File: src/rtl/bus_to_pkg.sv
package bus_to_pkg;
    typedef enum logic [1:0] {
        ST_IDLE     = 2'd0,
        ST_TIMED    = 2'd1,
        ST_UNTIMED  = 2'd2,
        ST_LAPSED   = 2'd3
    } to_state_e;

    localparam logic [1:0] PRE_CODE_OFF = 2'd0;
endpackage

File: src/rtl/to_prescaler.sv
module to_prescaler #(
    parameter int PRE_STEP = 8
) (
    input  logic       clk,
    input  logic       rst_n,
    input  logic       clear,
    input  logic       run,
    input  logic [1:0] sel,
    output logic       tick
);
    localparam int CW = 3 * PRE_STEP;

    logic [CW-1:0] cnt_q;
    logic [CW-1:0] last_val;

    // terminal value 2^(PRE_STEP*sel) - 1
    always_comb begin
        last_val = {CW{1'b1}} >> (CW - int'(sel) * PRE_STEP);
    end

    assign tick = run && (cnt_q == last_val);

    always_ff @(posedge clk or negedge rst_n) begin
        if (!rst_n) begin
            cnt_q <= '0;
        end else if (clear || tick) begin
            cnt_q <= '0;
        end else if (run) begin
            cnt_q <= cnt_q + 1'b1;
        end
    end
endmodule

File: src/rtl/to_tick_counter.sv
module to_tick_counter #(
    parameter int TSEL_W = 3
) (
    input  logic              clk,
    input  logic              rst_n,
    input  logic              clear,
    input  logic              adv,
    input  logic [TSEL_W-1:0] sel,
    output logic              final_tick
);
    localparam int TW = (1 << TSEL_W) + 1;

    logic [TW-1:0] cnt_q;
    logic [TW-1:0] last_val;

    // terminal value 2^(sel+2) - 1
    always_comb begin
        last_val = {TW{1'b1}} >> (TW - (int'(sel) + 2));
    end

    assign final_tick = adv && (cnt_q == last_val);

    always_ff @(posedge clk or negedge rst_n) begin
        if (!rst_n) begin
            cnt_q <= '0;
        end else if (clear || final_tick) begin
            cnt_q <= '0;
        end else if (adv) begin
            cnt_q <= cnt_q + 1'b1;
        end
    end
endmodule

File: src/rtl/bus_op_timeout.sv
module bus_op_timeout
    import bus_to_pkg::*;
#(
    parameter int PRE_STEP = 8,
    parameter int TSEL_W   = 3
) (
    input  logic              clk,
    input  logic              rst_n,
    input  logic              op_start,
    input  logic              op_done,
    input  logic [1:0]        pre_sel,
    input  logic [TSEL_W-1:0] tick_sel,
    input  logic              flag_clr,
    output logic              to_flag,
    output logic              to_event
);
    to_state_e         state_q, state_d;
    logic [1:0]        pre_q;
    logic [TSEL_W-1:0] tick_q;
    logic              pre_tick;
    logic              expire;
    logic              set_now;
    logic              flag_q, event_q;

    // selects captured only at operation start
    always_ff @(posedge clk or negedge rst_n) begin
        if (!rst_n) begin
            pre_q  <= PRE_CODE_OFF;
            tick_q <= '0;
        end else if (op_start) begin
            pre_q  <= pre_sel;
            tick_q <= tick_sel;
        end
    end

    to_prescaler #(.PRE_STEP(PRE_STEP)) u_pre (
        .clk   (clk),
        .rst_n (rst_n),
        .clear (op_start),
        .run   (state_q == ST_TIMED),
        .sel   (pre_q),
        .tick  (pre_tick)
    );

    to_tick_counter #(.TSEL_W(TSEL_W)) u_ticks (
        .clk        (clk),
        .rst_n      (rst_n),
        .clear      (op_start),
        .adv        (pre_tick),
        .sel        (tick_q),
        .final_tick (expire)
    );

    // state register
    always_ff @(posedge clk or negedge rst_n) begin
        if (!rst_n) state_q <= ST_IDLE;
        else        state_q <= state_d;
    end

    // next state
    always_comb begin
        state_d = state_q;
        if (op_start) begin
            state_d = (pre_sel == PRE_CODE_OFF) ? ST_UNTIMED : ST_TIMED;
        end else begin
            unique case (state_q)
                ST_IDLE:    state_d = ST_IDLE;
                ST_TIMED: begin
                    if (op_done)     state_d = ST_IDLE;
                    else if (expire) state_d = ST_LAPSED;
                end
                ST_UNTIMED: if (op_done) state_d = ST_IDLE;
                ST_LAPSED:  if (op_done) state_d = ST_IDLE;
                default:    state_d = ST_IDLE;
            endcase
        end
    end

    // outputs: completion or restart on the final edge wins over expiry
    assign set_now = (state_q == ST_TIMED) && expire && !op_done && !op_start;

    always_ff @(posedge clk or negedge rst_n) begin
        if (!rst_n) begin
            flag_q  <= 1'b0;
            event_q <= 1'b0;
        end else begin
            event_q <= set_now;
            if (set_now)       flag_q <= 1'b1;
            else if (flag_clr) flag_q <= 1'b0;
        end
    end

    assign to_flag  = flag_q;
    assign to_event = event_q;
endmodule

File: config.mk
export PLATFORM = sky130hd
export DESIGN_NAME = bus_op_timeout
export DESIGN_NICKNAME = d
export VERILOG_FILES = /design/src/rtl/bus_to_pkg.sv /design/src/rtl/to_prescaler.sv /design/src/rtl/to_tick_counter.sv /design/src/rtl/bus_op_timeout.sv
export SDC_FILE = /design/constraint.sdc
export NUM_CORES = 1
export LEC_CHECK = 0
export BUFFER_PORTS_ARGS = -buffer_cell sky130_fd_sc_hd__buf_2
export CAP_MARGIN = 20
export CELL_PAD_IN_SITES_DETAIL_PLACEMENT = 0
export CELL_PAD_IN_SITES_GLOBAL_PLACEMENT = 1
export CORE_UTILIZATION = 45
export CTS_CLUSTER_SIZE = 28
export DETAILED_ROUTE_END_ITERATION = 10
export GPL_ROUTABILITY_DRIVEN = 1
export HOLD_SLACK_MARGIN = 0.05
export MAX_ROUTING_LAYER = met4
export PLACE_DENSITY = 0.77
export REMOVE_ABC_BUFFERS = 1
export SLEW_MARGIN = 20
export SYNTH_ARGS = -nofsm -noshare
export SYNTH_HDL_FRONTEND = slang
export SYNTH_SLANG_ARGS = --single-unit
File: constraint.sdc
create_clock -name clk -period 3.1 [get_ports clk]
set_input_delay 0.155 -clock clk [delete_from_list [all_inputs] [get_ports clk]]
set_output_delay 0.155 -clock clk [all_outputs]
set_load 0.02 [all_outputs]
==> flow_summary.ini, run 1 <==
[run_status]
outcome = finished clean

[placement]
pre_cts_slack_ps = 542
portBuffers = 11
gp_congestion = 0.840
dp_hpwl_mm = 3.30

[pwr]
p_per_area_nw_per_um2 = 446
switching_share = 0.261
irDropWorstVdd_v = 0.000330
switching_power_uw = 303
p_leak_nw = 1.09
p_int_uw = 857
power_frac_comb = 0.121
seq_power_share = 0.508
p_clk_frac = 0.371

[synth]
synth_cell_types = 43
synthCells = 252
ys_seq_area_frac = 0.448
synth-seq-cells = 42
yosysTopAreaCell = dfrtp_1
synthAdderAreaFrac = 0.0160
synth_area_sq_um = 2350
synth_top_area_share = 0.448
yosys_warnings = 0
synthXorXnorAreaFrac = 0.0933
synth_top_family_by_area = simple AND/OR/NAND/NOR gates
syn_avg_cell_area_sq_um = 9.31
ys_top_cells_by_area = dfrtp_1 45%, nor2_1 7.2%, xor2_1 5.6%, nand3_1 4.5%, xnor2_1 3.7%
muxShareOfSynthArea = 0.0325
synthSimpleGateAreaFrac = 0.272
synth_compound_area_frac = 0.113

[finish]
antenna_cells = 0
n_fill_cell = 491
area_delta_synth_final_pct = 10.9
drive_gt1_frac = 0.134
fin_nets = 281

[global_routing]
grt_usage = 0.211
grt-ovfl-total = 0
grt_max_degree = 43
grt_pass1_wl_mm = 8.40
grt_pass1_vias = 1734
antenna_found_initial = 0

[die]
fp.dieW_microns = 74.2
core-area_sq_um = 4880
die-area_sq_um = 5510
ios = 12
start_util = 0.481
dieHeight_microns = 74.2
fp-row-count = 25

[worst_setup_path]
crit_path_end_kind = register
r2r.worst_path.cells = 8
crit_required_ps = 3270
crit_family = simple AND/OR/NAND/NOR gates
crit_fanout = 11
ff2ff_setup_slack_ps = 520
path_buf_inv = 1
r2r_start = tick_q[1]
timing.rr.end = u_ticks.cnt_q[5]
critPathKind = register to register
arrival_ps = 2750
critPathSlowestCell = dfrtp_1
path_cells = ha_1, nor3b_1, a21oi_1, a221oi_1, o21ai_0, nor4_1, buf_4, a211oi_1
cp-start-kind = register
max_stage_delay_ps = 490

[detailed_routing]
ant_nets = 0
wl_mm = 4.81
first_pass_iters = 4
drc = 0
drt-initial-drc-count = 99
vias_per_cell = 5.50
vias = 1849
wire_per_inst_microns = 14.3

[run]
timing.max_cap.violations = 0

[cts]
cts_setup_buffers = 0
cts_tree = done
cts_buffer_depth = 2
post_cts_resized = 0
cts.sinks = 42
clkLatencyLatePin_ps = 300
clkTransAtPathRegs_ps = 80
cts_max_level = 2
cts_buffers = 5
cts_root_buf = clkbuf_8

[sta]
grt_setup_unrepaired = false
min_period_ps = 2580
tns_ps = 0
whs_ps = 60.0
hold_violations = 0
fin_ws_ps = 522
skew_ps = 5.43
finalCritPeriodShare = 0.832
worstMarginPinSlew_ps = 928
setup-violations-final = 0
max_freq_mhz = 388
max_slew_margin = 0.381
slew_violations = 0

[min_path]
min_from = op_done
hold_path.class = input pin to register
holdPathEnd = state_q[0]
hold_path_depth = 2
-- timing repair --
action	4_1_cts	5_1_grt
hold endpoints to repair	42	0
hold buffers	1	0
setup endpoints to repair	0	0
-- worst register-to-register path, cell delays in order, from the launching register on --
cell	delay, ps
dfrtp_1	490
ha_1	470
nor3b_1	220
a21oi_1	60
a221oi_1	330
o21ai_0	210
nor4_1	420
buf_4	200
a211oi_1	40
-- power groups by stage --
stage	Sequential [mW]	Clock [mW]	Combinational, mW
4_1_cts	0.589	0.437	0.141
2_1_floorplan	0.592	0	0.0913
3_3_place_gp	0.600	0	0.138
6_report	0.589	0.431	0.140
5_1_grt	0.592	0.465	0.159
3_5_place_dp	0.599	0	0.139
-- state kept, by name, indices dropped and copies added, names as in the netlist --
name / cells
u_pre.cnt_q: 24
u_ticks.cnt_q: 9
tick_q: 3
pre_q: 2
state_q: 2
to_event: 1
to_flag: 1
-- kinds of logic after synthesis --
family	Yosys count
AOI/OAI and AO/OA	37
xor gates and xnor gates	25
adders and majority gates	3
buffers and inverters	14
DFF	42
muxes	7
and+or+nand+nor	124
-- worst max-delay path by stage --
stage          cells after the start               end  slack, ps      startpoint
3_5_place_dp                       8  u_ticks.cnt_q[7]        540       tick_q[1]
3_3_place_gp                       8  u_ticks.cnt_q[5]        620       tick_q[1]
2_1_floorplan                      6  u_ticks.cnt_q[3]        450  u_pre.cnt_q[4]
4_1_cts                            8  u_ticks.cnt_q[5]        520       tick_q[1]
5_1_grt                            8  u_ticks.cnt_q[5]        290       tick_q[1]
6_report                           8  u_ticks.cnt_q[5]        520       tick_q[1]
-- final cells by class --
cell class	instances	area (sq um)	area share
timing repair buffer	16	95.1	0.0366
inverter	7	26.3	0.0101
clock inverter	3	40.0	0.0154
sequential	42	1050	0.404
tap	67	83.8	0.0322
multi-input combinational	196	1240	0.475
clock buffer	5	68.8	0.0265
-- stage by stage --
step	cells	util	power (mW)	area, sq um
3_3_place_gp	327	0.509	0.738	2480
2_1_floorplan	245	-	0.683	2310
5_1_grt	336	0.533	1.22	2600
3_5_place_dp	327	0.509	0.738	2480
6_report	336	0.533	1.16	2600
4_1_cts	336	0.533	1.17	2600
-- synthesized netlist by cell type (all sizes together) --
| cell type | instances |
|---|---|
| nor2 | 45 |
| dfrtp | 42 |
| nand3 | 21 |
| xor2 | 15 |
| nand2 | 12 |
| o21ai | 11 |
| nand4 | 10 |
| xnor2 | 10 |
| inv | 7 |
| nor4 | 6 |
| o211ai | 6 |
| and3 | 5 |
| and4 | 5 |
| buf | 5 |
| mux2 | 5 |
| a211oi | 4 |
| a21oi | 4 |
| or2 | 4 |
| ha | 3 |
| nor3 | 3 |
| nor3b | 3 |
| and3b | 2 |
| clkbuf | 2 |
| mux2i | 2 |
| nand3b | 2 |
| nor2b | 2 |
| o2111ai | 2 |
| a21o | 1 |
| a221oi | 1 |
| a22o | 1 |
| a31oi | 1 |
| a32o | 1 |
| nand2b | 1 |
| nor4b | 1 |
| o21a | 1 |
| o22ai | 1 |
| o311ai | 1 |
| o31ai | 1 |
| o32a | 1 |
| or3b | 1 |
| or4b | 1 |
-- per-layer routing --
metal | global-route usage | wire (microns)
met1 | 0.308 | 2590
met5 | - | 0
met4 | 0.0449 | 23
met3 | 0.0569 | 123
met2 | 0.290 | 2080
-- cells in the final DEF, fill, tap and decap left out, drive strengths merged, types with 3 or more instances in the layout --
cell	netlist	layout
a21oi	4	4
or2	4	4
mux2	5	5
xor2	15	15
dfrtp	42	42
nand3	21	21
ha	3	3
nor2	45	45
o21ai	11	11
nor4	6	6
clkbuf	2	5
and3	5	5
buf	5	15
o211ai	6	6
nand4	10	10
inv	7	7
nand2	12	12
xnor2	10	10
a211oi	4	4
nor3b	3	3
nor3	3	3
and4	5	5
Note: power is estimated with default switching activity, not from simulation.
==> run 2: changes to the inputs <==
--- a/config.mk
+++ b/config.mk
@@ -5,6 +5,7 @@
 export SDC_FILE = /design/constraint.sdc
 export NUM_CORES = 1
 export LEC_CHECK = 0
+export ABC_AREA = 1
 export BUFFER_PORTS_ARGS = -buffer_cell sky130_fd_sc_hd__buf_2
 export CAP_MARGIN = 20
 export CELL_PAD_IN_SITES_DETAIL_PLACEMENT = 0
@@ -15,7 +16,7 @@
 export GPL_ROUTABILITY_DRIVEN = 1
 export HOLD_SLACK_MARGIN = 0.05
 export MAX_ROUTING_LAYER = met4
-export PLACE_DENSITY = 0.77
+export PLACE_DENSITY = 0.8
 export REMOVE_ABC_BUFFERS = 1
 export SLEW_MARGIN = 20
 export SYNTH_ARGS = -nofsm -noshare
==> constraint.sdc (replaced) <==
create_clock -name clk -period 2.7 [get_ports clk]
set_input_delay 0.135 -clock clk [delete_from_list [all_inputs] [get_ports clk]]
set_output_delay 0.135 -clock clk [all_outputs]
set_load 0.02 [all_outputs]
==> run 2 against run 1 <==
Net effect:
- critical path type unchanged
- worst hold slack gained 6.1 ps
- clock power is essentially flat
- critical path depth grew 3
- largest cell class unchanged
- non-clock buffer count grew 1
- routed wire length grew 11%
- clock skew grew 0.94 ps
- synthesized area grew 9.7%
==> flow_summary.ini, run 2 <==
[global_routing]
antenna_found_initial = 0
grt_pass1_wl_mm = 9.28
grt_usage = 0.201
grt-ovfl-total = 0
grt_max_degree = 43
grt_pass1_vias = 2050

[finish]
final_common_cell = nand2_1
area_delta_synth_final_pct = 10.3
regMostFlops = u_pre.cnt_q
layout_common_cells = 97 x nand2_1, 53 x nor2_1, 42 x dfrtp_1
fin_nets = 384
finalNonFillerCells = 444
n_fill_cell = 554
antenna_cells = 0
largestRegisters = u_pre.cnt_q: 24 flops, u_ticks.cnt_q: 9 flops, tick_q: 3 flops
final_util = 0.516
largest_reg_flops = 24
drive_gt1_frac = 0.113

[worst_setup_path]
critPathKind = register to register
max_stage_delay_ps = 420
arrival_ps = 2220
cp-start-kind = register
crit_path_end_kind = register
crit_fanout = 9
crit_path_frequent_cell = nand2_1
ff2ff_setup_slack_ps = 660
path_cells = ha_1, inv_2, nand2_1, nand2_1, nand2_1, nand2_1, nand2_1, nor2_1, nand4_2, nand4_1, nand2_1
critPathSlowestCell = dfrtp_1
crit_required_ps = 2880

[cts]
cts_setup_buffers = 0
clkTransAtPathRegs_ps = 80
cts_buffer_depth = 2
post_cts_resized = 0
cts_tree = done
cts_buffers = 5
cts.sinks = 42
cts_root_buf = clkbuf_8
cts_max_level = 2
clkLatencyLatePin_ps = 300
cts_hold_buf = 5

[sta]
min_period_ps = 2040
slew_violations = 0
finalCritPeriodShare = 0.755
max_freq_mhz = 490
hold_violations = 0
skew_ps = 6.37
worstMarginPinSlew_ps = 646
tns_ps = 0
grt_setup_unrepaired = false
whs_ps = 66.1
setup-violations-final = 0
max_slew_margin = 0.569

[synth]
yosysMostFrequentCell = nand2_1
yosys_warnings = 0
synthAdderAreaFrac = 0.0146
synthXorXnorAreaFrac = 0.0681
synthCells = 353
async_flop_share = 1.00
synth-main-ff-cell = dfrtp_1
ys_seq_area_frac = 0.408
yosysTopAreaCell = dfrtp_1
ys_top_cells_by_area = dfrtp_1 41%, nand2_1 14%, nor2_1 7.7%, inv_1 5.5%, xor2_1 5.4%
synth-seq-cells = 42
synth_edf_count = 0
synth_area_sq_um = 2570
synth_compound_area_frac = 0.0452
synth_top_family_by_area = simple AND/OR/NAND/NOR gates
synth_cell_types = 27
muxShareOfSynthArea = 0
synth_top_area_share = 0.408
synthSimpleGateAreaFrac = 0.384
syn_avg_cell_area_sq_um = 7.29
netlist_top_cells_count = 97 x nand2_1, 53 x nor2_1, 42 x dfrtp_1, 38 x inv_1, 23 x nand3_1

[min_path]
hold_path.class = input pin to register

[pwr]
p_per_area_nw_per_um2 = 439
switching_power_uw = 346
p_leak_nw = 1.35
p_clk_frac = 0.344
p_int_uw = 902
irDropWorstVdd_v = 0.000234
switching_share = 0.277
power_frac_comb = 0.128
seq_power_share = 0.528
power_mw = 1.25

[detailed_routing]
wl_mm = 5.32
wire_per_inst_microns = 12.0
drc = 0
first_pass_iters = 4
vias_per_cell = 4.91
ant_nets = 0
vias = 2181
drt-initial-drc-count = 100

[placement]
portBuffers = 11
dp_hpwl_mm = 3.93
gp_congestion = 0.808
dp_cells = 430

[die]
dieHeight_microns = 77.6
die-area_sq_um = 6030
core-area_sq_um = 5510
fp-row-count = 27
fp.dieW_microns = 77.6
start_util = 0.467
ios = 12

[run_status]
outcome = finished clean

[run]
timing.max_cap.violations = 0
-- run 2: metrics by stage --
step           setup slack, ps  area, sq um
4_1_cts                    650         2820
6_report                   661         2840
2_1_floorplan              921         2530
5_1_grt                    377         2840
3_3_place_gp               738         2670
3_5_place_dp               666         2670
-- run 2: kinds of logic after synthesis --
family | Yosys count
flops | 42
buf+inv | 49
compound gates | 20
fa+ha+maj | 3
xor+xnor | 20
simple gates | 219
-- run 2: worst paths after layout --
kind | depth (start not counted) | endpoint | startpoint
setup / recovery | 11 | u_ticks.cnt_q[8] | tick_q[1]
hold / removal | 3 | pre_q[1] | pre_sel[1]
setup reg to reg | 11 | u_ticks.cnt_q[8] | tick_q[1]
hold reg to reg | 2 | tick_q[2] | tick_q[2]
max in group asynchronous | 3 | to_flag | rst_n
min in group asynchronous | 2 | u_pre.cnt_q[11] | rst_n
-- run 2: layout make-up --
| cell class | count | area (sq um) | share of cell area |
|---|---|---|---|
| clock buffers | 6 | 82.6 | 0.0291 |
| multi-input cells | 262 | 1320 | 0.464 |
| well taps | 72 | 90.1 | 0.0317 |
| inverters | 43 | 161 | 0.0569 |
| clock inverters | 2 | 12.5 | 0.00441 |
| flip-flops and latches | 42 | 1050 | 0.370 |
| repair buffers | 17 | 125 | 0.0441 |
-- run 2: power by group through the flow --
stage / Combinational, mW / Clock (mW) / Sequential, mW
6_report: 0.159 / 0.429 / 0.659
5_1_grt: 0.186 / 0.460 / 0.661
4_1_cts: 0.160 / 0.442 / 0.659
3_5_place_dp: 0.154 / 0 / 0.672
3_3_place_gp: 0.153 / 0 / 0.671
2_1_floorplan: 0.106 / 0 / 0.668
-- run 2: worst max-delay path, delay by kind of cell (launching register included) --
kind	cells	cell delay, ps
and+or+nand+nor	9	1020
buffers and inverters	1	110
DFF	1	420
adders and majority gates	1	360
-- run 2: routing by layer --
layer	GRT usage	wire [microns]	up-vias
met3	0.0388	138	6
met1	0.264	2770	995
met2	0.313	2360	22
met4	0.0585	57	0
li1	-	-	1158
met5	-	0	-
